### config.mk
export PLATFORM = sky130hd
export DESIGN_NAME = cmp_chain
export DESIGN_NICKNAME = d
export VERILOG_FILES = /design/src/rtl/cmp_pkg.sv /design/src/rtl/cmp_nib_eq.sv /design/src/rtl/cmp_nib_mag.sv /design/src/rtl/cmp_slice.sv /design/src/rtl/cmp_chain.sv
export SDC_FILE = /design/constraint.sdc
export NUM_CORES = 1
export LEC_CHECK = 0
export ABC_AREA = 0
export ABC_CLOCK_PERIOD_IN_PS = 2800
export CELL_PAD_IN_SITES_DETAIL_PLACEMENT = 0
export CELL_PAD_IN_SITES_GLOBAL_PLACEMENT = 1
export CORE_MARGIN = 8
export CORE_UTILIZATION = 23
export DETAILED_ROUTE_END_ITERATION = 10
export PLACE_DENSITY_LB_ADDON = 0.1
export SKIP_LAST_GASP = 1
export SYNTH_ARGS = -nofsm -noshare
export SYNTH_HDL_FRONTEND = slang
export SYNTH_SLANG_ARGS = --single-unit
### constraint.sdc
create_clock -name vclk -period 2.8
set_clock_uncertainty 0.2 [all_clocks]
set_input_delay 0.56 -clock vclk [all_inputs]
set_output_delay 0.56 -clock vclk [all_outputs]
set_load 0.02 [all_outputs]
### src/rtl/cmp_pkg.sv
package cmp_pkg;
    localparam int SLICE_W = 4;

    typedef struct packed {
        logic gt;
        logic eq;
        logic lt;
    } rel_t;

    localparam rel_t REL_GT = '{gt: 1'b1, eq: 1'b0, lt: 1'b0};
    localparam rel_t REL_LT = '{gt: 1'b0, eq: 1'b0, lt: 1'b1};
endpackage

### src/rtl/cmp_nib_eq.sv
module cmp_nib_eq
    import cmp_pkg::*;
#(
    parameter int W = SLICE_W
) (
    input  logic [W-1:0] a_i,
    input  logic [W-1:0] b_i,
    output logic         eq_o
);
    logic [W-1:0] match_d;

    generate
        for (genvar i = 0; i < W; i++) begin : g_bit
            assign match_d[i] = ~(a_i[i] ^ b_i[i]);
        end
    endgenerate

    assign eq_o = &match_d;
endmodule

### src/rtl/cmp_nib_mag.sv
module cmp_nib_mag
    import cmp_pkg::*;
#(
    parameter int W = SLICE_W
) (
    input  logic [W-1:0] a_i,
    input  logic [W-1:0] b_i,
    output logic         gt_o
);
    logic gt_d;
    logic done_d;

    // Scan from MSB down; the first differing bit decides.
    always_comb begin
        gt_d   = 1'b0;
        done_d = 1'b0;
        for (int i = W - 1; i >= 0; i--) begin
            if (!done_d && (a_i[i] != b_i[i])) begin
                gt_d   = a_i[i];
                done_d = 1'b1;
            end
        end
    end

    assign gt_o = gt_d;
endmodule

### src/rtl/cmp_slice.sv
module cmp_slice
    import cmp_pkg::*;
(
    input  logic [SLICE_W-1:0] a_i,
    input  logic [SLICE_W-1:0] b_i,
    input  rel_t               cas_i,
    output rel_t               rel_o
);
    logic nib_eq;
    logic nib_gt;
    rel_t rel_d;

    cmp_nib_eq #(.W(SLICE_W)) u_eq (
        .a_i  (a_i),
        .b_i  (b_i),
        .eq_o (nib_eq)
    );

    cmp_nib_mag #(.W(SLICE_W)) u_mag (
        .a_i  (a_i),
        .b_i  (b_i),
        .gt_o (nib_gt)
    );

    always_comb begin
        if (nib_eq) begin
            rel_d = cas_i;
        end else if (nib_gt) begin
            rel_d = REL_GT;
        end else begin
            rel_d = REL_LT;
        end
    end

    assign rel_o = rel_d;
endmodule

### src/rtl/cmp_chain.sv
module cmp_chain
    import cmp_pkg::*;
#(
    parameter int NUM_SLICES = 4,
    localparam int WORD_W = SLICE_W * NUM_SLICES
) (
    input  logic [WORD_W-1:0] a_i,
    input  logic [WORD_W-1:0] b_i,
    input  logic              cas_gt_i,
    input  logic              cas_eq_i,
    input  logic              cas_lt_i,
    output logic              gt_o,
    output logic              eq_o,
    output logic              lt_o
);
    rel_t link_d [NUM_SLICES+1];

    assign link_d[0] = '{gt: cas_gt_i, eq: cas_eq_i, lt: cas_lt_i};

    generate
        for (genvar s = 0; s < NUM_SLICES; s++) begin : g_slice
            cmp_slice u_slice (
                .a_i   (a_i[s*SLICE_W +: SLICE_W]),
                .b_i   (b_i[s*SLICE_W +: SLICE_W]),
                .cas_i (link_d[s]),
                .rel_o (link_d[s+1])
            );
        end
    endgenerate

    assign gt_o = link_d[NUM_SLICES].gt;
    assign eq_o = link_d[NUM_SLICES].eq;
    assign lt_o = link_d[NUM_SLICES].lt;
endmodule

; After elaboration in Yosys (flattened, before gate mapping)
; Cells that the tools add are included.
[totals]
register_bits = 0
wordCells = 112
output_inout_bits = 3
in_bits = 35
[classes]
reduce_logical = 28
muxes = 36
n_bitwise = 32
n_eq_ne = 16
[op_table]
columns = op, count
row1 = 2-to-1 mux 1 bit, 28
row2 = 2-to-1 mux 3 bit, 8
row3 = != test 1 bit, 16
row4 = NOT 1 bit, 16
row5 = AND reduction 4 bit, 4
row6 = bitwise XOR 1 bit, 16
row7 = logical AND 1 bit, 12
row8 = logical NOT 1 bit, 12

; Longest topological paths before layout
; Gate-level depths: netlist of the first run.
[depth]
ltp_word = 16
ltp_mapped = 6
depth_no_buf = 6

; Modules after synthesis
; Synthesis of the first run repeated with hierarchy kept, for this count alone.
[unflattened]
hier_cells = 92
hier_area_um2 = 685.7
[modules_own_cells]
columns = mod, area_per_inst_um2, instances, cells_per_inst
row1 = cmp_nib_mag, 92.6, 4, 14
row2 = cmp_nib_eq, 47.5, 4, 5
row3 = cmp_slice, 31.3, 4, 4

; Least setup slack after synthesis of the first run
; Ideal clock, no wire load.
[synth_timing]
path_type = input to output
from = input port b_i[3]
to = output port eq_o
arrival_time_ps = 1955
path_buffers = 0
required_ps = 2040
stages = 6
setup_slack_ps = 85
path_cell_list = inv_1 -> ha_1 -> nand4b_1 -> nor2_1 -> nand3_1 -> nor4b_1
[synth_between]
elab_chain_cells = 7
[synth_lines]
columns = item, line_no
row1 = start: declaration, cmp_chain.sv:8  ; input logic [WORD_W-1:0] b_i,
row2 = bitwise XOR 1 bit, cmp_nib_eq.sv:14  ; assign match_d[i] = ~(a_i[i] ^ b_i[i]);
row3 = NOT 1 bit, cmp_nib_eq.sv:14
row4 = AND reduction 4 bit, cmp_nib_eq.sv:18  ; assign eq_o = &match_d;
row5 = 2-to-1 mux 3 bit (4 in series), cmp_slice.sv:26  ; if (nib_eq) begin
row6 = end: declaration, cmp_chain.sv:13  ; output logic eq_o,
; No other way between the ends.

; Worst setup path after layout of the first run
[layout_timing]
from = input port b_i[6]
to = output port gt_o
[layout_between]
elab_chain_cells = 13
[layout_lines]
columns = item, line_no
row1 = != test 1 bit, cmp_nib_mag.sv:18  ; if (!done_d && (a_i[i] != b_i[i])) begin
row2 = logical AND 1 bit, cmp_nib_mag.sv:18
row3 = 2-to-1 mux 1 bit, cmp_nib_mag.sv:18
row4 = logical NOT 1 bit, cmp_nib_mag.sv:18
row5 = logical AND 1 bit, cmp_nib_mag.sv:18
row6 = 2-to-1 mux 1 bit, cmp_nib_mag.sv:18
row7 = logical NOT 1 bit, cmp_nib_mag.sv:18
row8 = logical AND 1 bit, cmp_nib_mag.sv:18
row9 = 2-to-1 mux 1 bit, cmp_nib_mag.sv:18
row10 = 2-to-1 mux 3 bit, cmp_slice.sv:28  ; end else if (nib_gt) begin
row11 = 2-to-1 mux 3 bit * (3 in series), cmp_slice.sv:26
row12 = end: declaration, cmp_chain.sv:12  ; output logic gt_o,
; Mark *: on every way between the ends. The rest lies on a longest branch, timed or not.

==> out/metrics.yaml, run 1 <==
cp-end-kind: "output pin"
grt_max_degree: 5
postSynthCellCount: 68
drt_iter0_drc: 1
synth-simple-area-share_pct: 26.5
tns_ns: 0
totalWireLength_um: 1620
grt_usage_pct: 7.77
yosys.area_share.adder_pct: 25.2
p_total_mw: 0.157
timing.final.crit_share_pct: 98.7
die-area_sq_mm: 0.00387
setup_ws_ns: 0.0370
diodes: 0
grt_pass1_wl_um: 2730
core_area_sq_mm: 0.00198
rows: 16
dr.pass1.iters: 2
instances_no_fill: 151
hold_viol: 0
cts_hold_buf: 0
synth_warnings: 0
drtAntennaViolNets: 0
setup_violations: 0
switching_share_pct: 39.9
rsz0062_at_grt: "true"
slew_viol_final: 0
outcome: "finished clean"
start_util_pct: 24.8
via_count: 647
die_h_um: 62.2
drc: 0
yosys-top-cells-count: "13 x inv_1, 10 x xnor2_1, 5 x ha_1, 5 x maj3_1, 5 x nor2b_1"
max-cap-violations: 0
seq_area_frac_synth_pct: 0
via_per_inst: 4.28
ios: 38
finalNetCount: 166
regArea_sq_um: 0
synth_nets: 108
fin_util_pct: 55.4
p_sw_mw: 0.0624
yosys.area.top_type_share_pct: 17.8
p_leak_nw: 0.492
p_per_area_mw_per_mm2: 143
synth_area_leader_cell: "xnor2_1"
design.seq.count: 0
path_max_fanout: 2
port_buffers: 38
cp-start-kind: "input pin"
postSynthAreaPerCell_sq_um: 7.23
critical_path_class: "in -> out"
min_path_type: "in -> out"
place_inst: 149
cp.arrival_ns: 2.00
layout-drive-gt1-share_pct: 37.9
max_freq_mhz: 362
grt_pass1_vias: 688
synth_cell_types: 25
place_hpwl_um: 1410
relSlewSlack_pct: 79.7
synthXorXnorAreaFrac_pct: 17.8
gp_congestion: 0.696
vdd_drop_max_mv: 0.0622
fin_crit_ns: 2.76
required_ns: 2.04
clock_power_share_pct: 0
hold_depth: 6
synth_top_family_by_area: "simple AND/OR/NAND/NOR gates"
worst_slew_pin_slew_ns: 0.303
holdWs_ns: 1.48
synth_most_common_cell: "inv_1"
die_w_um: 62.2
seqPwrFrac_pct: 0
area_delta_synth_final_pct: 123
p_int_mw: 0.0941
fin_area_sq_mm: 0.00110
synth_compound_area_share_pct: 20.6
antenna_found_initial: 0
grt_overflow: 0
num-fill-cells: 212
placedInstanceArea_sq_mm: 0.00103
post_drt_wl_per_cell_um: 10.7
yosys-top-cells-area: "xnor2_1 18%, ha_1 13%, maj3_1 10%"
syn_area_sq_um: 492
place_ws_ns: -0.805
synthMuxAreaShare_pct: 0
clkbuf_count: 0
comb_power_share_pct: 100.0
-- what timing repair did --
action                                  in CTS  in global routing
gates resized for setup                     69                 20
buffers inserted                             2                  0
pin swaps                                   14                 11
endpoints found under the setup margin       3                  3
hold endpoints to repair                     0                  0
-- worst paths after layout --
check | endpoint | slack, ns | from
setup / recovery | gt_o | 0.04 | b_i[6]
hold / removal | eq_o | 1.48 | b_i[0]
-- layer usage --
metal  vias to the layer above  wire (um)  track usage, %
met5                         -          0               0
met1                       272        771            10.4
met2                        23        764            13.5
met3                         0         81            1.08
met4                         0          0               0
li1                        352          -               -
-- layout make-up --
type / instances / area (sq um) / share of cell area (%)
Inverter: 13 / 48.8 / 4.44
Timing Repair Buffer: 56 / 465 / 42.4
Tap cell: 27 / 33.8 / 3.08
Multi-Input combinational cell: 55 / 551 / 50.1
-- cells by family (layout without fill, tap and decap cells) --
| logic type | Yosys count | in the layout |
|---|---|---|
| and+or+nand+nor | 21 | 21 |
| AOI/OAI and AO/OA | 13 | 13 |
| buffers and inverters | 13 | 69 |
| adders and majority gates | 11 | 11 |
| xor gates and xnor gates | 10 | 10 |
-- power groups by stage --
stage	combinational, mW	clock (mW)	sequential [mW]
floorplan	0.0604	0	0
detailed placement	0.154	0	0
finish	0.157	0	0
CTS	0.156	0	0
global route	0.173	0	0
global placement	0.151	0	0
-- layout by cell type (no fill, tap or decap), types with 2 or more instances in the layout --
cell type,Yosys,layout
o211ai_1,2,2
inv_1,13,8
nor2b_1,5,3
ha_4,0,4
buf_4,0,20
xnor2_1,10,10
nor2_1,3,3
maj3_2,1,3
clkbuf_2,0,5
maj3_1,5,3
nor3b_2,0,2
clkdlybuf4s50_1,0,4
dlygate4sd2_1,0,19
inv_2,0,5
nor2b_4,0,2
clkdlybuf4s15_1,0,6
nand2b_1,4,4
nand4_1,2,2
-- critical path, cell delays in order --
cell           delay (ns)
dlygate4sd2_1        0.25
maj3_2               0.29
a2111o_1             0.45
a31oi_4              0.21
a211o_2              0.13
buf_6                0.11
(Power assumes the default switching activity.)
==> run 2, diff against run 1 <==
- ABC_CLOCK_PERIOD_IN_PS: 2800 -> 2300
- CORE_UTILIZATION: 23 -> 21
- clock period: 2.8 -> 2.3 ns (I/O delays scaled with it)
==> out/metrics.yaml, run 2 (same netlist as run 1, synthesis figures left out) <==
drc: 0  # unchanged
place_hpwl_um: 1530  # +8.8%
die-area_sq_mm: 0.00415  # +7.0%
port_buffers: 38  # unchanged
via_per_inst: 4.43  # +3.4%
grt_max_degree: 5  # unchanged
rsz0062_at_grt: "true"
clkbuf_count: 0  # unchanged
layout_commonest_cell: "buf_4"
totalWireLength_um: 1820  # +12%
outcome: "finished, violations left"
cts_hold_buf: 0  # unchanged
grt_pass1_wl_um: 3150  # +15%
p_sw_mw: 0.0876  # +40%
rows: 17  # +1
gp_congestion: 0.758  # +8.9%
grt_usage_pct: 8.69  # +0.93 points
p_int_mw: 0.134  # +42%
hold_end: "lt_o"
min_path_type: "in -> out"
layout-drive-gt1-share_pct: 63.2  # +25 points
diodes: 0  # unchanged
p_per_area_mw_per_mm2: 186  # +31%
critical_path_class: "in -> out"
setup_ws_ns: -0.165  # -0.202 ns
comb_power_share_pct: 100.0  # about the same
max-cap-violations: 0  # unchanged
post_drt_wl_per_cell_um: 11.9  # +11%
antenna_found_initial: 0  # unchanged
dr.pass1.iters: 4  # +2
worst_slew_pin_slew_ns: 0.272  # -0.0309 ns
area_delta_synth_final_pct: 142
p_total_mw: 0.221  # +41%
drt_iter0_drc: 12  # +11
design.seq.count: 0  # unchanged
via_count: 678  # +4.8%
cp-start-kind: "input pin"
vdd_drop_max_mv: 0.0918  # +48%
path_max_fanout: 2  # unchanged
core_area_sq_mm: 0.00221  # +12%
multi_input_area_sq_um: 633  # +15%
violations: "setup timing"
seqPwrFrac_pct: 0  # unchanged
regArea_sq_um: 0  # unchanged
hold_viol: 0  # unchanged
ios: 38  # unchanged
cp-end-kind: "output pin"
die_h_um: 64.4  # +3.5%
hold_depth: 5  # -1
cp.arrival_ns: 1.81  # -0.19 ns
relSlewSlack_pct: 81.8  # +2.1 points
mostFrequentLayoutCells: "15 x buf_4, 14 x buf_2, 14 x buf_6"
num-fill-cells: 225  # +6.1%
setup_violations: 3  # +3
timing.final.crit_share_pct: 107
slew_viol_final: 0  # unchanged
switching_share_pct: 39.6  # -0.31 points
finalNetCount: 167  # +0.60%
p_leak_nw: 0.555  # +13%
grt_overflow: 0  # unchanged
holdWs_ns: 1.26  # -0.219 ns
fin_crit_ns: 2.47
required_ns: 1.64  # -0.40 ns
min-delay-start: "a_i[15]"
die_w_um: 64.4  # +3.5%
max_freq_mhz: 406
clock_power_share_pct: 0  # unchanged
grt_pass1_vias: 762  # +11%
drtAntennaViolNets: 0  # unchanged
start_util_pct: 22.2  # -2.6 points
==> run 2: cell type report <==
type                       count  share of cell area (%)
timing repair buffer          57                    39.5
multi-input combinational     55                    53.2
tap                           28                    2.94
inverter                      13                    4.31
==> run 2: through the flow <==
stage	area [sq um]	std cells	util [%]	setup slack, ns	setup TNS, ns
floorplan	509	68	-	0.00166	0
global placement	1060	152	47.9	-0.976	-2.91
detailed placement	1060	152	47.9	-1.03	-2.98
CTS	1140	153	51.8	-0.208	-0.507
global route	1190	153	53.8	-0.199	-0.544
finish	1190	153	53.8	-0.165	-0.342
==> run 2: critical path: stages <==
cell and delay (ns):
buf_6 0.09, nor2b_4 0.11, maj3_2 0.29, a2111o_1 0.40, a31oi_4 0.16, buf_6 0.12, nor3b_4 0.03, buf_6 0.13
==> run 2: repair_timing <==
action	4_1_cts	5_1_grt
pin swaps	23	17
endpoints found under the hold margin	0	0
setup buffers	1	0
endpoints found under the setup margin	3	3
resized for setup	146	20
==> run 2: how the worst max path moves through the flow <==
stage / startpoint / endpoint / slack [ns] / cells after the start
6_report: b_i[5] / lt_o / -0.17 / 8
5_1_grt: a_i[4] / lt_o / -0.20 / 8
4_1_cts: b_i[5] / lt_o / -0.21 / 8
3_5_place_dp: b_i[5] / gt_o / -1.03 / 7
3_3_place_gp: b_i[7] / gt_o / -0.98 / 8
2_1_floorplan: b_i[11] / gt_o / 0.002 / 6
==> run 2: power groups by stage <==
stage	combinational [mW]	sequential, mW	clock [mW]
final	0.221	0	0
after detailed placement	0.192	0	0
after floorplan	0.0762	0	0
after global placement	0.189	0	0
after CTS	0.206	0	0
after global routing	0.241	0	0
==> run 2: routing by layer <==
layer	wire (um)	up-vias	global-route usage [%]
met3	120	2	1.74
li1	-	354	-
met5	0	-	0
met2	961	23	17.0
met4	14	0	0.817
met1	719	299	9.55
